===== config.mk =====
export PLATFORM = sky130hd
export DESIGN_NAME = prio_irq_arbiter
export DESIGN_NICKNAME = d
export VERILOG_FILES = /design/src/rtl/irq_arb_pkg.sv /design/src/rtl/irq_pending_mask.sv /design/src/rtl/irq_prio_select.sv /design/src/rtl/irq_outrank_cmp.sv /design/src/rtl/prio_irq_arbiter.sv
export SDC_FILE = /design/constraint.sdc
export NUM_CORES = 1
export LEC_CHECK = 0
export ABC_CLOCK_PERIOD_IN_PS = 12200
export BUFFER_PORTS_ARGS = -buffer_cell sky130_fd_sc_hd__buf_2
export CAP_MARGIN = 20
export CORE_MARGIN = 8
export CORE_UTILIZATION = 45
export CTS_CLUSTER_DIAMETER = 30
export CTS_CLUSTER_SIZE = 16
export DETAILED_ROUTE_END_ITERATION = 16
export GPL_TIMING_DRIVEN = 0
export PLACE_DENSITY = 0.86
export SKIP_LAST_GASP = 1
export SYNTH_ARGS = -nofsm -noshare
export SYNTH_HDL_FRONTEND = slang
export SYNTH_SLANG_ARGS = --single-unit
export TNS_END_PERCENT = 5

===== constraint.sdc =====
create_clock -name clk -period 12.2 [get_ports clk]
set_clock_uncertainty 0.1 [all_clocks]
set_input_delay 1.83 -clock clk [delete_from_list [all_inputs] [get_ports clk]]
set_output_delay 1.83 -clock clk [all_outputs]
set_load 0.01 [all_outputs]

===== src/rtl/irq_arb_pkg.sv =====
package irq_arb_pkg;
  localparam int DEF_NUM_DEV = 8;
  localparam int DEF_LVL_W   = 3;

  function automatic int idx_width(input int n);
    return (n < 2) ? 1 : $clog2(n);
  endfunction
endpackage


===== src/rtl/irq_pending_mask.sv =====
module irq_pending_mask #(
  parameter int NUM_DEV = 8
) (
  input  logic [NUM_DEV-1:0] ready_i,
  input  logic [NUM_DEV-1:0] ie_i,
  output logic [NUM_DEV-1:0] pend_o
);
  for (genvar g = 0; g < NUM_DEV; g++) begin : g_dev
    assign pend_o[g] = ready_i[g] & ie_i[g];
  end
endmodule


===== src/rtl/irq_prio_select.sv =====
module irq_prio_select
  import irq_arb_pkg::*;
#(
  parameter int NUM_DEV = 8,
  parameter int LVL_W   = 3,
  localparam int IDX_W  = idx_width(NUM_DEV)
) (
  input  logic [NUM_DEV-1:0]       pend_i,
  input  logic [NUM_DEV*LVL_W-1:0] level_i,
  output logic                     any_o,
  output logic [IDX_W-1:0]         idx_o,
  output logic [LVL_W-1:0]         lvl_o
);
  // Scan from the top index down; ">=" lets a lower index displace an equal level.
  always_comb begin
    any_o = 1'b0;
    idx_o = '0;
    lvl_o = '0;
    for (int i = NUM_DEV - 1; i >= 0; i--) begin
      if (pend_i[i] && (!any_o || level_i[i*LVL_W +: LVL_W] >= lvl_o)) begin
        any_o = 1'b1;
        idx_o = IDX_W'(i);
        lvl_o = level_i[i*LVL_W +: LVL_W];
      end
    end
  end
endmodule


===== src/rtl/irq_outrank_cmp.sv =====
module irq_outrank_cmp #(
  parameter int LVL_W = 3
) (
  input  logic             any_i,
  input  logic [LVL_W-1:0] win_lvl_i,
  input  logic [LVL_W-1:0] cpu_lvl_i,
  output logic             take_o
);
  assign take_o = any_i && (win_lvl_i > cpu_lvl_i);
endmodule


===== src/rtl/prio_irq_arbiter.sv =====
module prio_irq_arbiter
  import irq_arb_pkg::*;
#(
  parameter int NUM_DEV = DEF_NUM_DEV,
  parameter int LVL_W   = DEF_LVL_W,
  localparam int IDX_W  = idx_width(NUM_DEV)
) (
  input  logic                     clk,
  input  logic                     rst,
  input  logic                     boundary_i,
  input  logic [LVL_W-1:0]         cpu_level_i,
  input  logic [NUM_DEV-1:0]       dev_ready_i,
  input  logic [NUM_DEV-1:0]       dev_ie_i,
  input  logic [NUM_DEV*LVL_W-1:0] dev_level_i,
  output logic                     irq_take_o,
  output logic [IDX_W-1:0]         irq_dev_o,
  output logic [LVL_W-1:0]         irq_level_o
);
  logic [NUM_DEV-1:0] pend;
  logic               any_pend;
  logic [IDX_W-1:0]   win_idx;
  logic [LVL_W-1:0]   win_lvl;
  logic               take;

  irq_pending_mask #(.NUM_DEV(NUM_DEV)) u_mask (
    .ready_i (dev_ready_i),
    .ie_i    (dev_ie_i),
    .pend_o  (pend)
  );

  irq_prio_select #(.NUM_DEV(NUM_DEV), .LVL_W(LVL_W)) u_sel (
    .pend_i  (pend),
    .level_i (dev_level_i),
    .any_o   (any_pend),
    .idx_o   (win_idx),
    .lvl_o   (win_lvl)
  );

  irq_outrank_cmp #(.LVL_W(LVL_W)) u_cmp (
    .any_i     (any_pend),
    .win_lvl_i (win_lvl),
    .cpu_lvl_i (cpu_level_i),
    .take_o    (take)
  );

  always_ff @(posedge clk) begin
    if (rst) begin
      irq_take_o  <= 1'b0;
      irq_dev_o   <= '0;
      irq_level_o <= '0;
    end else if (boundary_i) begin
      irq_take_o  <= take;
      irq_dev_o   <= take ? win_idx : '0;
      irq_level_o <= take ? win_lvl : '0;
    end
  end
endmodule


==> results by group, run 1 <==
Die
  • Row count: 20
  • Starting Density: 47.42%
  • I/O Pins: 53
  • Core box area: 3053 um2
  • Total die area: 5288 um2
  • Chip Height: 72.72 um
  • Die Wd: 72.72 um

Worst setup path
  • Most Frequent Cell on Critical Path: ha_1
  • Crit-path max cell delay: roughly 480 ps
  • CP bufs+invs: 3
  • Slowest stage cell, crit path: a2111o_1
  • FF-to-FF setup slack: 11320 ps
  • Crit path kind: input pin to register
  • CP Data Arrival Time: ~12000 ps
  • Worst-path maximum fanout: 10
  • Worst Setup Start Kind: input pin
  • Reg2Reg Depth: 2
  • Top delay family on crit path: compound AO/OA/AOI/OAI gates
  • Worst EP required: 12270 ps
  • Reg2Reg Capture Point: irq_level_o[1]
  • Origin of the critical flop-to-flop path: irq_level_o[1]
  • Worst setup EP type: register

Status
  • Status: finished clean

Synth
  • YS warnings: 0
  • Main synth FF type: dfxtp_1
  • Unique masters post-synth: 50
  • Syn_area_per_cell: roughly 7.7 um2
  • Mapped cell area: 1448 um2
  • Syn_nets: 258
  • Number of synthesized flops with an enable pin: 0
  • Number of synthesized register bits: 7
  • Register area share after synthesis: approximately a tenth
  • Synth Instances: 188
  • Synth async-reset ratio: 0%

Drt
  • Vias per cell: just over 6
  • Routed wire per std cell: about 17 um
  • Final ANT Viol Nets: 0
  • Total number of vias: ~1800
  • DRC Markers: 0
  • Detailed Route WL: 4992 um
  • Initial detailed-routing violation count: 157
  • First-pass DRT Iterations: 4

Placement
  • PortBufs: 51
  • Hpwl dp: approximately 3600 um
  • Placer's final routability congestion estimate: 0.8822
  • Post-Place Cells: 283

Timing
  • Slew headroom: 54.98%
  • Max Fclk: 83.06 MHz
  • Pins Over Slew Limit: 0
  • Period minus WS final: 12040 ps
  • Final Setup Violations: 0
  • Final period util: a little over nine tenths
  • Final hold violations: 0
  • Least-Margin Pin Slew: 675.3 ps

Power and ir drop
  • P_sw: around 0.086 mW
  • Sequential power share: 14.1%
  • Internal Power: 0.1053 mW
  • Lkg Pwr: 0.9726 nW
  • Switching Share: 45.10%
  • Clk pwr share: 11.2%
  • Peak VDD IR: 0.04310 mV
  • Cell Pwr Density: 91.41 nW/um2
  • Comb pwr share: 74.6%

Final layout
  • Most frequent cells in the layout: 51 x buf_2, 24 x ha_1, 21 x nand2_1
  • Commonest non-fill, non-tap cell in the layout: buf_2
  • Area of the multi-input gates: around 1400 um2
  • ANT cells: 0
  • Area Growth Syn to Fin: 44.94%
  • # nets final: 329
  • Final core utilization: 68.73%
  • Reg area: 140.1 um2
  • FILL cells: 250
  • Finished Layout Cells: 302
  • Share of cells above drive strength 1: 41.47%

Clocking
  • H-tree Lvls: 1
  • Clk pin slew, worst setup/hold paths: 50 ps
  • CTS max path bufs: 2
  • CTS Hold Bufs: 0
  • TritonCTS clock tree: yes
  • Num CTS Buffers: 3
  • Skew-Pair Late Insertion Delay: 260 ps
  • Root buffer cell: clkbuf_4
  • Clock sinks: 7

GRT
  • Largest net degree at the start of global routing: 11
  • Vias in the first global route: 1764
  • Initial antenna violation count: 0
  • Total track usage: 17.11%
  • First-pass GRT wire length: roughly 7500 um
  • Grt total ovfl: 0

Min path
  • Type of the most critical hold path: register to register
  • WHS Endpoint: irq_dev_o[1]
  • Worst hold start: irq_dev_o[1]
  • Hold path cells: 2

Flow run
  • Max-cap violations: 0
-- worst max path at each step --
stage / from / to / depth (start not counted)
2_1_floorplan: dev_ready_i[7] / irq_level_o[1] / 49
3_3_place_gp: dev_ready_i[7] / irq_level_o[2] / 50
3_5_place_dp: dev_ready_i[7] / irq_level_o[2] / 50
4_1_cts: dev_ready_i[7] / irq_level_o[1] / 50
5_1_grt: dev_ready_i[7] / irq_level_o[1] / 51
6_report: dev_ready_i[7] / irq_level_o[1] / 51
-- power groups by stage --
stage,Combinational [mW],Clock [mW],Sequential (mW)
floorplan,0.0700,0,0.0289
finish,0.143,0.0215,0.0271
detailed placement,0.100,0,0.0275
global placement,0.0968,0,0.0275
CTS,0.120,0.0217,0.0271
global route,0.156,0.0227,0.0274
-- stage by stage --
step	cell area, um2	hold WS, ps	total power [mW]	setup TNS, ps	setup slack, ps
floorplan	1448	389.5	0.09891	0	88.97
global placement	1758	353.5	0.1243	-6451	-1153
detailed placement	1758	359.0	0.1279	-8143	-1394
CTS	1921	368.7	0.1685	0	7.869
global route	2098	386.5	0.2058	-1028	-219.8
finish	2098	365.0	0.1918	0	161.0
-- sequential cells by signal, indices dropped and copies added (netlist names) --
| name | flops |
|---|---|
| irq_dev_o | 3 |
| irq_level_o | 3 |
| irq_take_o | 1 |
-- kinds of logic (layout without fill, tap and decap cells) --
| family | Yosys count | after routing | synth area share [%] |
|---|---|---|---|
| compound gates | 75 | 75 | 42.27 |
| fa+ha+maj | 24 | 24 | 20.74 |
| buf+inv | 15 | 85 | 4.062 |
| flops | 7 | 7 | 9.680 |
| simple gates | 67 | 67 | 23.25 |
-- per-layer routing --
metal / vias up / track usage (%) / share of wire [%]
met5: - / 0 / 0
met4: 0 / 4.444 / 1.2
met3: 10 / 3.846 / 7.2
met2: 78 / 30.72 / 53
met1: 870 / 19.64 / 39
li1: 887 / - / -
-- final cells by class --
type	count	share of cell area, %
multi-input cells	166	68.81
repair buffers	66	17.53
flip-flops and latches	7	6.679
well taps	44	2.624
inverters	13	2.326
clock buffers	4	1.252
plain buffers	2	0.7752
-- cell usage after synthesis (3+ instances only) --
cell type  count  area share, %
a32oi_1        4            2.4
o21a_1         4            2.1
a22oi_1        5            2.6
dfxtp_1        7            9.7
o211a_1        4            2.8
nand2b_1       7            3.0
o21ai_0        5            1.7
a21boi_0       3            1.6
ha_1          24             21
and3_1         3            1.3
o211ai_1       3            1.6
nand3_1        9            3.1
nor3_1         3            1.0
inv_1         13            3.4
nor2_1        10            2.6
o31ai_1        3            1.6
a211oi_1       3            1.6
nand2_1       23            6.0
a21o_1         4            2.1
a21oi_1       12            4.1
-- worst reg2reg max path: stages (launching register included) --
cell and delay [ps]:
dfxtp_1 300, a32oi_1 220, o32ai_2 130
-- repair_timing --
item	in CTS	in global routing
gates resized for setup	18	24
pin swaps	7	19
setup endpoints to repair	7	7
setup buffers	5	10
(Power assumes the default switching activity.)
==> run 2, diff against run 1 <==
--- a/config.mk
+++ b/config.mk
@@ -14,7 +14,8 @@
 export CTS_CLUSTER_SIZE = 16
 export DETAILED_ROUTE_END_ITERATION = 16
 export GPL_TIMING_DRIVEN = 0
-export PLACE_DENSITY = 0.86
+export HOLD_SLACK_MARGIN = 0.05
+export PLACE_DENSITY_LB_ADDON = 0.1
 export SKIP_LAST_GASP = 1
 export SYNTH_ARGS = -nofsm -noshare
 export SYNTH_HDL_FRONTEND = slang
==> results by group, run 2 (synthesis results as in run 1) <==
GRT
  • Largest net degree at the start of global routing: 11
  • Initial antenna violation count: 0
  • Total track usage: about 16%
  • Vias in the first global route: approximately 1600
  • First-pass GRT wire length: 7031 um
  • Grt total ovfl: 0

Placement
  • Placer's final routability congestion estimate: around 0.86
  • PortBufs: 51
  • Hpwl dp: 3520 um

Drt
  • DRC Markers: 0
  • Total number of vias: 1747
  • Final ANT Viol Nets: 0
  • Vias per cell: around 5.7
  • Routed wire per std cell: ~15 um
  • Initial detailed-routing violation count: 71
  • First-pass DRT Iterations: 4
  • Detailed Route WL: ~4600 um

Worst setup path
  • Slowest stage cell, crit path: a2111oi_4
  • Crit path kind: input pin to register
  • Worst EP required: 12250 ps
  • Worst setup EP type: register
  • Worst Setup SP: dev_ready_i[7]
  • Origin of the critical flop-to-flop path: irq_level_o[0]
  • Worst Setup Start Kind: input pin
  • Worst-path maximum fanout: 7
  • CP Data Arrival Time: roughly 12000 ps
  • FF-to-FF setup slack: 11350 ps
  • Crit-path max cell delay: 390 ps
  • Most Frequent Cell on Critical Path: ha_1
  • Reg2Reg Capture Point: irq_level_o[0]
  • Reg2Reg Depth: 2
  • Critical Path End: irq_level_o[0]

Timing
  • Slew headroom: 48.50%
  • Pins Over Slew Limit: 0
  • Max Fclk: 84.15 MHz
  • Final period util: a little over nine tenths
  • Final Setup Violations: 0
  • Final hold violations: 0
  • Period minus WS final: 11880 ps
  • Least-Margin Pin Slew: 772.5 ps

Final layout
  • # nets final: 336
  • Biggest regs: irq_dev_o (3), irq_level_o (3), irq_take_o (1)
  • Area Growth Syn to Fin: 47.97%
  • Most frequent cells in the layout: 51 x buf_2, 24 x ha_1, 22 x buf_4
  • Share of cells above drive strength 1: around 42%
  • Commonest non-fill, non-tap cell in the layout: buf_2
  • Final core utilization: 70.16%
  • ANT cells: 0

Die
  • I/O Pins: 53
  • Row count: 20
  • Core box area: 3053 um2
  • Starting Density: 47.42%
  • Die Wd: 72.72 um
  • Chip Height: 72.72 um
  • Total die area: between 5000 and 6000 um2

Power and ir drop
  • Lkg Pwr: 1.022 nW
  • Cell Pwr Density: 89.54 nW/um2
  • Peak VDD IR: about 0.062 mV
  • PnR Total Power: 0.1918 mW

Clocking
  • TritonCTS clock tree: yes
  • H-tree Lvls: 1
  • Num CTS Buffers: 3
  • Clock sinks: 7
  • Clk pin slew, worst setup/hold paths: 50 ps
  • CTS Hold Bufs: 0
  • CTS max path bufs: 2
  • Skew-Pair Late Insertion Delay: 240 ps
  • Root buffer cell: clkbuf_4

Flow run
  • Max-cap violations: 0

Status
  • Status: finished clean

Min path
  • Type of the most critical hold path: register to register
-- run 2: changes by cell type in the layout (fill, tap and decap cells not counted), sizes merged --
cell  previous run  this run
buf             67        74
-- run 2: worst min path at each step --
stage | start | to | slack [ps] | depth (start not counted)
after global routing | irq_dev_o[1] | irq_dev_o[1] | 390 | 2
after CTS | irq_dev_o[1] | irq_dev_o[1] | 390 | 2
final | irq_dev_o[1] | irq_dev_o[1] | 390 | 2
after floorplan | irq_dev_o[1] | irq_dev_o[1] | 390 | 2
after global placement | irq_dev_o[1] | irq_dev_o[1] | 360 | 2
after detailed placement | irq_dev_o[1] | irq_dev_o[1] | 360 | 2
-- run 2: critical path: cells and delay by family --
family                     cells  cell delay [ps]
AOI/OAI and AO/OA             25             5150
and+or+nand+nor               15             2350
adders and majority gates      8             2120
buffers and inverters          3              460
-- run 2: timing repair --
item                       4_1_cts  5_1_grt
resized for setup               18       21
pin swaps                        8       25
setup endpoints to repair        7        7
buffers inserted                 7       15
-- run 2: layout make-up --
class | instances | area (um2)
clock buffer | 4 | 26.28
fill | 281 | 910.9
sequential | 7 | 140.1
inverter | 13 | 48.80
multi-input combinational | 166 | 1435
tap | 44 | 55.05
timing repair buffer | 73 | 420.4
buffer | 2 | 16.27
-- run 2: per-layer routing --
metal	share of wire (%)	global-route usage (%)
met1	43	19.31
met5	0	0
met4	0.46	1.778
met2	49	27.73
met3	7.6	4.533
-- run 2: power by group --
group / total (mW) / switching [mW] / internal, mW
logic: 0.144 / 0.0736 / 0.0707
registers: 0.0270 / 0.00129 / 0.0257
clock network: 0.0204 / 0.00795 / 0.0124
-- run 2: per-stage QoR --
| step | instance area, um2 | hold WS [ps] | std cells | worst slack (ps) | TNS (ps) |
|---|---|---|---|---|---|
| 2_1_floorplan | 1448 | 389.5 | 188 | 88.97 | 0 |
| 3_3_place_gp | 1758 | 355.3 | 283 | -1520 | -8984 |
| 3_5_place_dp | 1758 | 359.7 | 283 | -1474 | -8630 |
| 4_1_cts | 1938 | 389.1 | 294 | 2.548 | 0 |
| 5_1_grt | 2142 | 391.1 | 309 | -98.53 | -99.01 |
| 6_report | 2142 | 389.9 | 309 | 315.9 | 0 |
